$ cat src/rtl/rxq_pkg.sv
package rxq_pkg;
  parameter int RXQ_DEPTH = 16;
  parameter int RXQ_DATA_W = 8;
  localparam int RXQ_PTR_W = $clog2(RXQ_DEPTH);
  localparam int RXQ_CNT_W = RXQ_PTR_W + 1;

  // Strobes from control to storage.
  typedef struct packed {
    logic                 wrEn;
    logic [RXQ_PTR_W-1:0] wrAddr;
    logic [RXQ_PTR_W-1:0] rdAddr;
    logic                 showHead;
  } rxq_strobe_t;
endpackage

$ cat src/rtl/rxq_store.sv
module rxq_store
  import rxq_pkg::*;
#(
  parameter int DATA_W = RXQ_DATA_W
) (
  input  logic              clk,
  input  rxq_strobe_t       strobes,
  input  logic [DATA_W-1:0] wrData,
  output logic [DATA_W-1:0] rdData
);
  logic [DATA_W-1:0] slots [RXQ_DEPTH];

  for (genvar g = 0; g < RXQ_DEPTH; g++) begin : g_slot
    always_ff @(posedge clk) begin
      if (strobes.wrEn && (strobes.wrAddr == RXQ_PTR_W'(g))) slots[g] <= wrData;
    end
  end

  always_comb begin
    rdData = '0;
    if (strobes.showHead) rdData = slots[strobes.rdAddr];
  end
endmodule

$ cat src/rtl/rxq_ctrl.sv
module rxq_ctrl
  import rxq_pkg::*;
#(
  parameter int THR_W = 6,
  parameter logic [THR_W-1:0] THR_RESET = THR_W'(32),
  parameter int TIMEOUT_CHARS = 4
) (
  input  logic             clk,
  input  logic             rstN,
  input  logic             rxActive,
  input  logic             rxFlush,
  input  logic             pushValid,
  input  logic             popStrobe,
  input  logic             thrWrite,
  input  logic [THR_W-1:0] thrValue,
  input  logic             charTick,
  output rxq_strobe_t      strobes,
  output logic             trigLevel,
  output logic             emptyLevel,
  output logic             fullLevel,
  output logic             overrunPulse,
  output logic             timeoutPulse
);
  localparam int CMP_W = (RXQ_CNT_W > THR_W) ? RXQ_CNT_W : THR_W;
  localparam int TO_W  = $clog2(TIMEOUT_CHARS + 1);

  logic [RXQ_CNT_W-1:0] countQ, nextCount;
  logic [RXQ_PTR_W-1:0] wptrQ;
  logic [THR_W-1:0]     thrQ;
  logic [TO_W-1:0]      timerQ;
  logic armedQ, trigQ, emptyQ, fullQ, overrunQ, timeoutQ;
  logic popAcc, popTakes, pushAcc, pushTry, atDepth, atThr;

  assign atDepth  = (countQ == RXQ_CNT_W'(RXQ_DEPTH));
  assign popAcc   = rxActive && popStrobe && !rxFlush;
  assign popTakes = popAcc && (countQ != '0);
  assign pushTry  = rxActive && pushValid && !rxFlush;
  assign pushAcc  = pushTry && (!atDepth || popTakes);
  assign nextCount = countQ + RXQ_CNT_W'(pushAcc) - RXQ_CNT_W'(popTakes);
  assign atThr    = (CMP_W'(nextCount) >= CMP_W'(thrQ));

  always_comb begin
    strobes.wrEn     = pushAcc;
    strobes.wrAddr   = wptrQ;
    strobes.rdAddr   = wptrQ - countQ[RXQ_PTR_W-1:0];
    strobes.showHead = rxActive && (countQ != '0);
  end

  // Occupancy, pointer and level flags.
  always_ff @(posedge clk or negedge rstN) begin
    if (!rstN) begin
      countQ <= '0;
      wptrQ  <= '0;
      emptyQ <= 1'b1;
      fullQ  <= 1'b0;
      trigQ  <= 1'b0;
    end else if (rxFlush) begin
      countQ <= '0;
      wptrQ  <= '0;
      emptyQ <= 1'b1;
      fullQ  <= 1'b0;
      trigQ  <= 1'b0;
    end else begin
      countQ <= nextCount;
      if (pushAcc) wptrQ <= wptrQ + 1'b1;
      if (pushAcc) begin
        emptyQ <= 1'b0;
        fullQ  <= (nextCount == RXQ_CNT_W'(RXQ_DEPTH));
      end else if (popAcc) begin
        emptyQ <= (nextCount == '0);
        fullQ  <= 1'b0;
      end
      if (pushAcc && atThr) trigQ <= 1'b1;
      else if (popAcc && !atThr) trigQ <= 1'b0;
    end
  end

  always_ff @(posedge clk or negedge rstN) begin
    if (!rstN) thrQ <= THR_RESET;
    else if (thrWrite) thrQ <= thrValue;
  end

  // Idle timer in character periods.
  always_ff @(posedge clk or negedge rstN) begin
    if (!rstN) begin
      armedQ   <= 1'b0;
      timerQ   <= '0;
      timeoutQ <= 1'b0;
      overrunQ <= 1'b0;
    end else begin
      overrunQ <= pushTry && !pushAcc;
      timeoutQ <= !rxFlush && !pushAcc && armedQ && charTick && (timerQ == TO_W'(1));
      if (rxFlush) begin
        armedQ <= 1'b0;
      end else if (pushAcc) begin
        armedQ <= 1'b1;
        timerQ <= TO_W'(TIMEOUT_CHARS);
      end else if (armedQ && charTick) begin
        timerQ <= timerQ - 1'b1;
        if (timerQ == TO_W'(1)) armedQ <= 1'b0;
      end
    end
  end

  assign trigLevel    = trigQ;
  assign emptyLevel   = emptyQ;
  assign fullLevel    = fullQ;
  assign overrunPulse = overrunQ;
  assign timeoutPulse = timeoutQ;

  assert_no_overflow_R2: assert property (@(posedge clk) disable iff (!rstN)
    countQ <= RXQ_CNT_W'(RXQ_DEPTH));
  assert_full_not_empty_R3: assert property (@(posedge clk) disable iff (!rstN)
    !(fullQ && emptyQ));
  assert_overrun_after_full_R4: assert property (@(posedge clk) disable iff (!rstN)
    overrunQ |-> $past(fullQ));
  assert_timeout_single_R8: assert property (@(posedge clk) disable iff (!rstN)
    timeoutQ |=> !timeoutQ);
  assert_timeout_on_tick_R8: assert property (@(posedge clk) disable iff (!rstN)
    timeoutQ |-> $past(charTick));
  assert_idle_frozen_R9: assert property (@(posedge clk) disable iff (!rstN)
    (!rxActive && !rxFlush) |=> ($stable(countQ) && $stable(wptrQ)));
endmodule

$ cat src/rtl/rxq_buffer.sv
module rxq_buffer
  import rxq_pkg::*;
#(
  parameter int DATA_W = RXQ_DATA_W,
  parameter int THR_W = 6,
  parameter logic [THR_W-1:0] THR_RESET = THR_W'(32),
  parameter int TIMEOUT_CHARS = 4
) (
  input  logic              clk,
  input  logic              rstN,
  input  logic              rxActive,
  input  logic              rxFlush,
  input  logic              pushValid,
  input  logic [DATA_W-1:0] pushByte,
  input  logic              popStrobe,
  output logic [DATA_W-1:0] popData,
  input  logic              thrWrite,
  input  logic [THR_W-1:0]  thrValue,
  input  logic              charTick,
  output logic              trigLevel,
  output logic              emptyLevel,
  output logic              fullLevel,
  output logic              overrunPulse,
  output logic              timeoutPulse
);
  rxq_strobe_t strobes;

  rxq_ctrl #(.THR_W(THR_W), .THR_RESET(THR_RESET), .TIMEOUT_CHARS(TIMEOUT_CHARS)) u_ctrl (
    .clk(clk), .rstN(rstN), .rxActive(rxActive), .rxFlush(rxFlush),
    .pushValid(pushValid), .popStrobe(popStrobe), .thrWrite(thrWrite),
    .thrValue(thrValue), .charTick(charTick), .strobes(strobes),
    .trigLevel(trigLevel), .emptyLevel(emptyLevel), .fullLevel(fullLevel),
    .overrunPulse(overrunPulse), .timeoutPulse(timeoutPulse)
  );

  rxq_store #(.DATA_W(DATA_W)) u_store (
    .clk(clk), .strobes(strobes), .wrData(pushByte), .rdData(popData)
  );

  assert_empty_reads_zero_R6: assert property (@(posedge clk) disable iff (!rstN)
    emptyLevel |-> (popData == '0));
endmodule

$ cat config.mk
export PLATFORM = sky130hd
export DESIGN_NAME = rxq_buffer
export DESIGN_NICKNAME = d
export VERILOG_FILES = /design/src/rtl/rxq_pkg.sv /design/src/rtl/rxq_store.sv /design/src/rtl/rxq_ctrl.sv /design/src/rtl/rxq_buffer.sv
export SDC_FILE = /design/constraint.sdc
export NUM_CORES = 1
export LEC_CHECK = 0
export BUFFER_PORTS_ARGS = -buffer_cell sky130_fd_sc_hd__buf_2
export CAP_MARGIN = 0
export CORE_MARGIN = 2
export CORE_UTILIZATION = 56
export DETAILED_ROUTE_END_ITERATION = 12
export PLACE_DENSITY = 0.73
export REMOVE_ABC_BUFFERS = 1
export SLEW_MARGIN = 10
export SYNTH_ARGS = -nofsm -noshare
export SYNTH_HDL_FRONTEND = slang
export SYNTH_SLANG_ARGS = --single-unit
$ cat constraint.sdc
create_clock -name clk -period 7.7 [get_ports clk]
set_input_delay 0.77 -clock clk [delete_from_list [all_inputs] [get_ports clk]]
set_output_delay 0.77 -clock clk [all_outputs]
set_load 0.005 [all_outputs]
## Yosys cells after proc, flatten, opt, wreduce, memory -nomap -nowiden

Memory sizes are Yosys's and may differ from the RTL's.
Index checks and enable logic that the tools add are counted.

- RAM bits: 128
- Memories: 1
- Flip-flop bits (word level): 24

Memory list:

| memory | words | width | rd ports | clocked after Yosys merged registers in | write ports | line | RTL |
|---|---|---|---|---|---|---|---|
| u_store.slots | 16 | 8 | 1 | 0 | 1 | rxq_store.sv:11 | `logic [DATA_W-1:0] slots [RXQ_DEPTH];` |

- Mux-type cells: 96
- Equality and inequality tests: 18
- Bitwise operators: 1
- Reduce and logical (&&, ||, !) cells: 62
- $lt $le $gt $ge: 1
- $add $sub $neg: 5

Operators with widths:

| cell | count |
|---|---|
| $mux 8 | 16 |
| $reduce_or 8->1 | 15 |
| $mux 4 | 17 |
| $mux 1 | 60 |
| $eq 4x4->1 const B | 8 |
| $logic_and 1x1->1 | 31 |
| $eq 4x3->1 const B | 4 |
| $reduce_bool 3->1 | 4 |
| $eq 5x5->1 const B | 2 |
| $eq 4x2->1 const B | 2 |
| $ge 5x6->1 | 1 |
| $mux 3 | 2 |
| $add 5x1->5 | 1 |
| $logic_not 5->1 | 1 |
| $mux 5 | 1 |
| $reduce_bool 5->1 | 1 |
| $sub 5x1->5 | 1 |
| $add 4x1->4 const B | 1 |
| $eq 4x1->1 const B | 1 |
| $logic_not 1->1 | 4 |
| $logic_not 4->1 | 1 |
| $reduce_and 2->1 | 2 |
| $reduce_bool 2->1 | 2 |
| $sub 4x4->4 | 1 |
| 4 further kinds | 4 |

## Depth between registers and ports, before layout

Gate-level depths: netlist of run 1.

- Word-level depth: 24
- Depth in mapped cells: 18
- Mapped depth without buffers: 17

## Hierarchy

Synthesis of run 1 repeated with hierarchy kept, for this count alone.

- Cell total of the unflattened synthesis: 439
- Area, all modules: 6613.8 um^2

By module, submodules not included:

| module | cells each | sequential area each (um^2) | area an instance (um^2) | times used |
|---|---|---|---|---|
| rxq_store | 284 | 3843.7 | 5122.4 | 1 |
| rxq_ctrl | 155 | 603.1 | 1491.4 | 1 |

## Worst setup path after synthesis of run 1

OpenSTA, ideal clock, no wires.

- Path type: input -> register
- From: input rxFlush
- To: register u_ctrl.trigQ, in the netlist u_ctrl.trigLevel
- Data required time: 7618 ps
- Arrival: 3297 ps
- Setup time: 82 ps
- Slack: 4321 ps
- Buffers on the path: 1
- Cell stages on the path: 17
- Cell sequence: buf_6 -> clkinv_1 -> nand3_1 -> nor2_1 -> ha_1 -> inv_1 -> ha_1 -> inv_1 -> fa_1 -> inv_1 -> a21oi_1 -> o21bai_1 -> xor2_1 -> inv_1 -> ha_1 -> o211ai_1 -> a31oi_1

- Longest elaborated chain between the ends: 11
- Elaborated cells on any way between the ends: 15

Ends and longest elaborated chain:

| item | line | RTL |
|---|---|---|
| start, declared | rxq_buffer.sv:12 | `input logic rxFlush,` |
| $logic_not 1->1 | rxq_ctrl.sv:35, rxq_ctrl.sv:37 |  |
| $logic_and 1x1->1 | rxq_ctrl.sv:35 | `assign popAcc = rxActive && popStrobe && !rxFlush;` |
| $logic_and 1x1->1 | rxq_ctrl.sv:36 | `assign popTakes = popAcc && (countQ != '0);` |
| $logic_or 1x1->1 | rxq_ctrl.sv:38 | `assign pushAcc = pushTry && (!atDepth \|\| popTakes);` |
| $logic_and 1x1->1 | rxq_ctrl.sv:38 |  |
| $add 5x1->5 | rxq_ctrl.sv:39 | `assign nextCount = countQ + RXQ_CNT_W'(pushAcc) - RXQ_CNT_W'(popTakes);` |
| $sub 5x1->5 | rxq_ctrl.sv:39 |  |
| $ge 5x6->1 | rxq_ctrl.sv:40 | `assign atThr = (CMP_W'(nextCount) >= CMP_W'(thrQ));` |
| $logic_and 1x1->1 or $logic_not 1->1 (tied branches) | rxq_ctrl.sv:73, rxq_ctrl.sv:74 |  |
| $mux 1 or $logic_and 1x1->1 (tied branches) | rxq_ctrl.sv:73, rxq_ctrl.sv:74 |  |
| $mux 1 or $reduce_bool 3->1 (tied branches) | - |  |
| end signal, assigned | rxq_ctrl.sv:56 | `trigQ <= 1'b0;` |
| end signal, assigned | rxq_ctrl.sv:73 | `if (pushAcc && atThr) trigQ <= 1'b1;` |
| end signal, assigned | rxq_ctrl.sv:74 | `else if (popAcc && !atThr) trigQ <= 1'b0;` |
| end, declared | rxq_ctrl.sv:31 | `logic armedQ, trigQ, emptyQ, fullQ, overrunQ, timeoutQ;` |

Parallel ways exist; a longest one is shown, timed or not.
A chain may end at the register's enable or synchronous reset.

## Worst setup path in the final report of run 1

- From: register u_ctrl.wptrQ[0]
- To: output popData[7]

- Longest elaborated chain between the ends: 3

Ends and longest elaborated chain:

| item | line | RTL |
|---|---|---|
| start, declared | rxq_ctrl.sv:28 | `logic [RXQ_PTR_W-1:0] wptrQ;` |
| start signal, assigned | rxq_ctrl.sv:65 | `if (pushAcc) wptrQ <= wptrQ + 1'b1;` |
| $sub 4x4->4 | rxq_ctrl.sv:45 | `strobes.rdAddr = wptrQ - countQ[RXQ_PTR_W-1:0];` |
| $mem_v2 16x8 | - |  |
| $mux 8 | rxq_store.sv:21 | `if (strobes.showHead) rdData = slots[strobes.rdAddr];` |
| end, declared | rxq_buffer.sv:16 | `output logic [DATA_W-1:0] popData,` |

Every way passes these cells.

==> reports/summary.txt, run 1 <==
Yosys warning count - 0
latest clock arrival within the worst-skew pair - 0.42 ns
fin crit period - 3.98 ns
die span in y - 112 um
IO buf count - 34
total track usage - 20.8%
combinational fraction of design power - 28.9%
hold-fix buffer count after cts - 0
post-place setup slack - 3.83 ns
fin nets - 451
crit share post-route - 51.7%
P per Cell Area - 325 mW/mm2
final hold violations - 0
Worst-path clk slew - 0.06 ns
share of the synthesized area in the top cell type - 58.7%
Total Power - 2.40 mW
# H-tree levels - 4
VDD IR-drop max - 0.189 mV
area leader, netlist - edfxtp_1
# IOs - 35
number of global-route vias before repair - 3509
Seq/Total Area, Yosys - 68.0%
Final Wtd Congestion - 0.796
synth-to-layout area growth - 12.9%
Placed Area - 0.00683 mm2
RSZ-0062 raised after global routing - false
Post-Syn Area - 0.00654 mm2
Setup CP Type - flip-flop to output pin
Post-CTS Setup Inserts - 0
Net Sw Power - 0.709 mW
CTS Root Cell - clkbuf_16
Mean Syn Cell Area - 18.0 um2
CTS Buffer Depth - 2
post-synthesis cell count - 363
antenna diode instance count - 0
clk sinks - 152
Critical Path Start Type - flip-flop
post-CTS sizing - 0
first-pass GRT wire length - 19.0 mm
ys async rst share - 15.8%
dpl cells - 531
synth top area cells - edfxtp_1, mux4_2, dfrtp_1
Yosys reg bits - 152
drc violations - 0
Wirelength per Cell - 21.2 um
Final Skew - 0.00920 ns
FMAX - 251 MHz
die width - 112 um
Placeable Area - 0.0114 mm2
Clk pwr share - 32.0%
CP endpoint kind - output pin
initial core utilization - 57.3%
Iteration-0 DRC Markers - 289
post-layout util - 64.7%
fraction of layout cells with a size suffix above 1 - 28.2%
HP Class - primary input to async pin
Num CTS Buffers - 17
crit-path max FO - 28
Setup TNS Final - 0 ns
Max Transition Viols Final - 0
Setup-failing EPs final - 0
CTS tree - built
Seq pwr share - 39.1%
WHS - 0.320 ns
worst path required time - 6.93 ns
drt pass-1 iters - 4
status - completed
Internal - 1.69 mW
largest net degree at the start of global routing - 33
MaxCap Viol Count - 0
Detail Placement HPWL - 7.47 mm
Post-synth EDFFs - 128
Netlist cell types - 54
vias per inst - 5.87
die area - 0.0126 mm2
drt total wl - 11.9 mm
row cnt - 39
ANT nets after route - 0
Most used DFF post-synth - edfxtp_1
slew at the pin with the worst max-slew slack - 0.858 ns
Reg2Reg Depth - 16
post-route cell area - 0.00738 mm2
DR vias - 3297
final worst slack - 3.72 ns
GRT overflow - 0
max_slew headroom - 42.7%
Post-Layout Cell Count - 562
initial antenna violation count - 0
arrival time at the worst endpoint - 3.21 ns
sw frac - 29.6%
Pleak - 2.77 nW
layout make-up:
| type | instances | area, um2 |
|---|---|---|
| Sequential cell | 152 | 4450 |
| Fill cell | 810 | 4040 |
| Multi-Input combinational cell | 173 | 1910 |
| Clock buffer | 17 | 425 |
| Timing Repair Buffer | 40 | 215 |
| Tap cell | 143 | 179 |
| Clock inverter | 14 | 125 |
| Inverter | 23 | 86.3 |
critical path, cell delays in order (launching register included):
cell and delay, ns:
dfrtp_1 0.43, inv_1 0.11, ha_2 0.23, fa_1 0.67, buf_4 0.44, mux4_2 0.38, mux2i_1 0.22, o22ai_1 0.14
buf_2 0.16
cells by family after synthesis:
logic type | after synthesis | synth area share [%]
adders and majority gates | 22 | 4.44
muxes | 51 | 14.0
xor gates and xnor gates | 9 | 1.61
AOI/OAI and AO/OA | 32 | 3.54
buffers and inverters | 38 | 2.94
DFF | 152 | 68.0
and+or+nand+nor | 59 | 5.55
final timing paths:
| path | startpoint | end | slack [ns] |
|---|---|---|---|
| max | u_ctrl.wptrQ[0] | popData[7] | 3.72 |
| min | rstN | u_ctrl.countQ[4] | 0.32 |
| max reg2reg | u_ctrl.countQ[3] | u_ctrl.trigLevel | 4.19 |
| min reg2reg | u_ctrl.timerQ[2] | u_ctrl.timeoutPulse | 0.47 |
| min in group clk | u_ctrl.timerQ[2] | u_ctrl.timeoutPulse | 0.47 |
| max in group asynchronous | rstN | u_ctrl.emptyLevel | 7.02 |
layer usage:
layer | wire length, um | global-route usage [%] | up-vias
li1 | - | - | 1513
met1 | 4860 | 26.4 | 1663
met2 | 6040 | 34.1 | 104
met3 | 767 | 6.21 | 17
met4 | 226 | 8.37 | 0
met5 | 0 | 0 | -
registers in the layout, indices dropped and copies added, names as in the netlist:
register             cells
u_ctrl.emptyLevel        1
u_store.slots          128
u_ctrl.trigLevel         1
u_ctrl.timerQ            3
u_ctrl.thrQ              6
u_ctrl.overrunPulse      1
u_ctrl.timeoutPulse      1
u_ctrl.wptrQ             4
u_ctrl.fullLevel         1
u_ctrl.countQ            5
u_ctrl.armedQ            1
cells in the final DEF, fill, tap and decap left out, types with 2 or more instances in the layout:
master     synthesis  layout
nand3b_1           2       2
fa_1               2       2
nand3_1            3       3
inv_6              0       4
mux2_2             2       2
nor2_1             9       9
nand2_1           13      13
clkinv_1           1       3
clkinv_4           0       4
dfrtp_1           22      22
ha_1              20      19
a21oi_1            3       3
and3_1             4       4
mux4_2            32      32
edfxtp_1         128     128
nand4_1            4       4
o21ai_0            5       5
xnor2_1            2       2
inv_1             21      21
a21o_1             2       2
and4_1             4       4
xor2_1             5       5
and2_1             5       5
buf_2              1      34
nor3b_1            5       5
dfstp_2            2       2
o22ai_1            8       8
mux2i_1           17      17
clkbuf_16          0      17
buf_4              3       6
a31oi_1            4       4
power by group through the flow:
stage / logic (mW) / registers [mW] / clock network (mW)
4_1_cts: 0.703 / 0.938 / 0.778
2_1_floorplan: 0.512 / 0.951 / 0
3_5_place_dp: 0.695 / 0.955 / 0
6_report: 0.692 / 0.938 / 0.767
5_1_grt: 0.763 / 0.941 / 0.821
3_3_place_gp: 0.687 / 0.954 / 0
Yosys cell counts, drive strengths merged (3+ instances only):
master / count
clkbuf: 4
a31oi: 4
nand2: 13
inv: 22
nor3b: 5
xor2: 6
nand4: 4
nand3: 3
and2: 5
o22ai: 9
a21oi: 4
and3: 4
mux4: 32
xnor2: 3
dfrtp: 22
o21ai: 6
ha: 20
nor2: 9
edfxtp: 128
buf: 11
mux2i: 17
and4: 4
(Power assumes the default switching activity.)
==> run 2, diff against run 1 <==
--- a/config.mk
+++ b/config.mk
@@ -5,6 +5,7 @@
 export SDC_FILE = /design/constraint.sdc
 export NUM_CORES = 1
 export LEC_CHECK = 0
+export ABC_AREA = 1
 export BUFFER_PORTS_ARGS = -buffer_cell sky130_fd_sc_hd__buf_2
 export CAP_MARGIN = 0
 export CORE_MARGIN = 2
==> constraint.sdc (replaced) <==
create_clock -name clk -period 4.1 [get_ports clk]
set_input_delay 0.41 -clock clk [delete_from_list [all_inputs] [get_ports clk]]
set_output_delay 0.41 -clock clk [all_outputs]
set_load 0.005 [all_outputs]
==> run 2 against run 1 <==
Against the previous run: critical path depth rose by 3; wire length grew 19%; area after synthesis increased by 4.4%; first-iteration DRC count grew 60%; clock power is 99% higher; critical endpoint is now popData[4].
==> reports/summary.txt, run 2 <==
min-delay src - thrValue[2]
largest net degree at the start of global routing - 65
synth top area cells - edfxtp_1, nand2_1, dfrtp_1
slew at the pin with the worst max-slew slack - 0.807 ns
Final Wtd Congestion - 0.879
Setup CP Type - flip-flop to output pin
die width - 114 um
Post-CTS Setup Inserts - 0
Setup crit start - u_ctrl.wptrQ[0]
row cnt - 40
met2 WL - 6.97 mm
Critical R2R Launch - u_ctrl.countQ[3]
sw frac - 35.7%
# H-tree levels - 4
worst hold endpoint - u_ctrl.thrQ[2]
VDD IR-drop max - 0.322 mV
arrival time at the worst endpoint - 3.30 ns
Netlist cell types - 35
Yosys reg bits - 152
post-layout util - 64.3%
RSZ-0062 raised after global routing - false
Final Skew - 0.00586 ns
post-synthesis cell count - 660
Regs by FF count - u_store.slots x128, u_ctrl.thrQ x6, u_ctrl.countQ x5
total track usage - 23.4%
top sig layer - met4
GRT overflow - 0
top cells by count, synth - nand2_1, edfxtp_1, nand3_1
Seq pwr share - 34.9%
Mean Syn Cell Area - 10.3 um2
CTS tree - built
Pleak - 3.17 nW
die span in y - 114 um
# IOs - 35
crit-path max FO - 21
CP endpoint kind - output pin
drt pass-1 iters - 5
antenna diode instance count - 0
drc violations - 0
final hold violations - 0
die area - 0.0131 mm2
R2R Setup Slk - 0.79 ns
Worst R2R End - u_ctrl.trigLevel
Num CTS Buffers - 17
Iteration-0 DRC Markers - 463
Clk pwr share - 30.0%
max reg flops - 128
Critical Path Start Type - flip-flop
Wirelength per Cell - 16.7 um
Internal - 3.28 mW
status - completed
Worst-path clk slew - 0.06 ns
IO buf count - 34
max_slew headroom - 46.0%
synth-to-layout area growth - 12.7%
worst path required time - 3.69 ns
Detail Placement HPWL - 9.19 mm
Most used DFF post-synth - edfxtp_1
CTS Root Cell - clkbuf_16
Post-Syn Area - 0.00683 mm2
Top reg by flops - u_store.slots
Hold Path Depth - 3
vias per inst - 5.40
Seq/Total Area, Yosys - 65.1%
ANT nets after route - 0
Placeable Area - 0.0120 mm2
fin nets - 737
area leader, netlist - edfxtp_1
share of the synthesized area in the top cell type - 56.3%
FMAX - 270 MHz
initial antenna violation count - 0
number of global-route vias before repair - 4529
most frequent cells in the layout - nand2_1, edfxtp_1, nand3_1, nor2_1, inv_1
Setup-failing EPs final - 0
Reg2Reg Depth - 18
Post-synth EDFFs - 128
combinational fraction of design power - 35.0%
clk sinks - 152
drt total wl - 14.2 mm
HP Class - primary input to flip-flop
CTS Buffer Depth - 2
MaxCap Viol Count - 0
DR vias - 4610
fraction of layout cells with a size suffix above 1 - 11.9%
WHS - 0.198 ns
first-pass GRT wire length - 22.9 mm
Yosys warning count - 0
initial core utilization - 57.1%
Max Transition Viols Final - 0
wire length on met1 - 6.24 mm
Net Sw Power - 1.82 mW
P per Cell Area - 663 mW/mm2
met3 WL - 655 um
crit share post-route - 90.4%
latest clock arrival within the worst-skew pair - 0.42 ns
most frequent cell after synthesis - nand2_1
ys async rst share - 15.8%
Setup TNS Final - 0 ns
commonest non-fill, non-tap cell in the layout - nand2_1
fin crit period - 3.71 ns
==> run 2: changes by cell type in the layout (fill, tap and decap cells not counted), sizes merged, moves of 4 or more <==
cell | before | now
a21oi | 4 | 12
a31oi | 4 | 0
and2 | 5 | 1
and4 | 4 | 0
inv | 26 | 42
mux2i | 17 | 0
mux4 | 32 | 0
nand2 | 13 | 242
nand3 | 3 | 69
nor2 | 9 | 52
nor3b | 5 | 1
o21ai | 6 | 23
o22ai | 9 | 0
xor2 | 6 | 2
==> run 2: layout make-up <==
class	count	area (um2)
flip-flops and latches	152	4450
fillers	943	4270
multi-input cells	438	2100
clock buffers	18	429
repair buffers	40	218
well taps	147	184
inverters	44	165
clock inverters	14	158
==> run 2: timing repair <==
| action | in CTS | in global routing |
|---|---|---|
| hold endpoints to repair | 22 | 0 |
| hold buffers | 1 | 0 |
| endpoints found under the setup margin | 0 | 0 |
| gates resized for setup | 0 | 0 |
==> run 2: cell families after synthesis <==
group	share of synthesized area [%]
xor+xnor	0.971
flops	65.1
simple gates	22.0
mux	0.165
fa+ha+maj	4.25
compound gates	3.22
buf+inv	4.25
==> run 2: per-stage QoR <==
stage / total power [mW] / setup slack [ns] / cells / instance area [um2]
after global placement: 3.54 / 0.889 / 820 / 7100
after CTS: 5.12 / 0.408 / 853 / 7700
final: 5.10 / 0.393 / 853 / 7700
after global routing: 5.46 / 0.159 / 853 / 7700
after floorplan: 3.04 / 0.545 / 634 / 6710
after detailed placement: 3.58 / 0.751 / 820 / 7100
==> run 2: worst max path at each step <==
stage	end	depth (start not counted)
2_1_floorplan	popData[6]	11
3_3_place_gp	u_ctrl.trigLevel	19
3_5_place_dp	u_ctrl.trigLevel	19
4_1_cts	popData[4]	11
5_1_grt	popData[5]	12
6_report	popData[4]	11
==> run 2: per-layer routing <==
layer	track usage [%]	vias to the layer above
met5	0	-
met4	10.3	0
met3	5.24	27
met2	38.3	135
met1	30.3	2182
li1	-	2266
==> run 2: critical path, stage by stage, from the launching register on <==
cell,delay [ns]
dfrtp_1,0.41
inv_1,0.13
ha_2,0.22
fa_1,0.53
clkinv_1,0.58
buf_4,0.41
nand3_1,0.09
nand2_1,0.08
nand2_1,0.06
a21oi_1,0.07
nor2_1,0.17
buf_2,0.14
==> run 2: power groups by stage <==
stage	sequential, mW	clock (mW)	combinational (mW)
5_1_grt	1.79	1.61	2.06
6_report	1.78	1.53	1.79
2_1_floorplan	1.80	0	1.23
4_1_cts	1.78	1.55	1.78
3_3_place_gp	1.81	0	1.73
3_5_place_dp	1.81	0	1.77
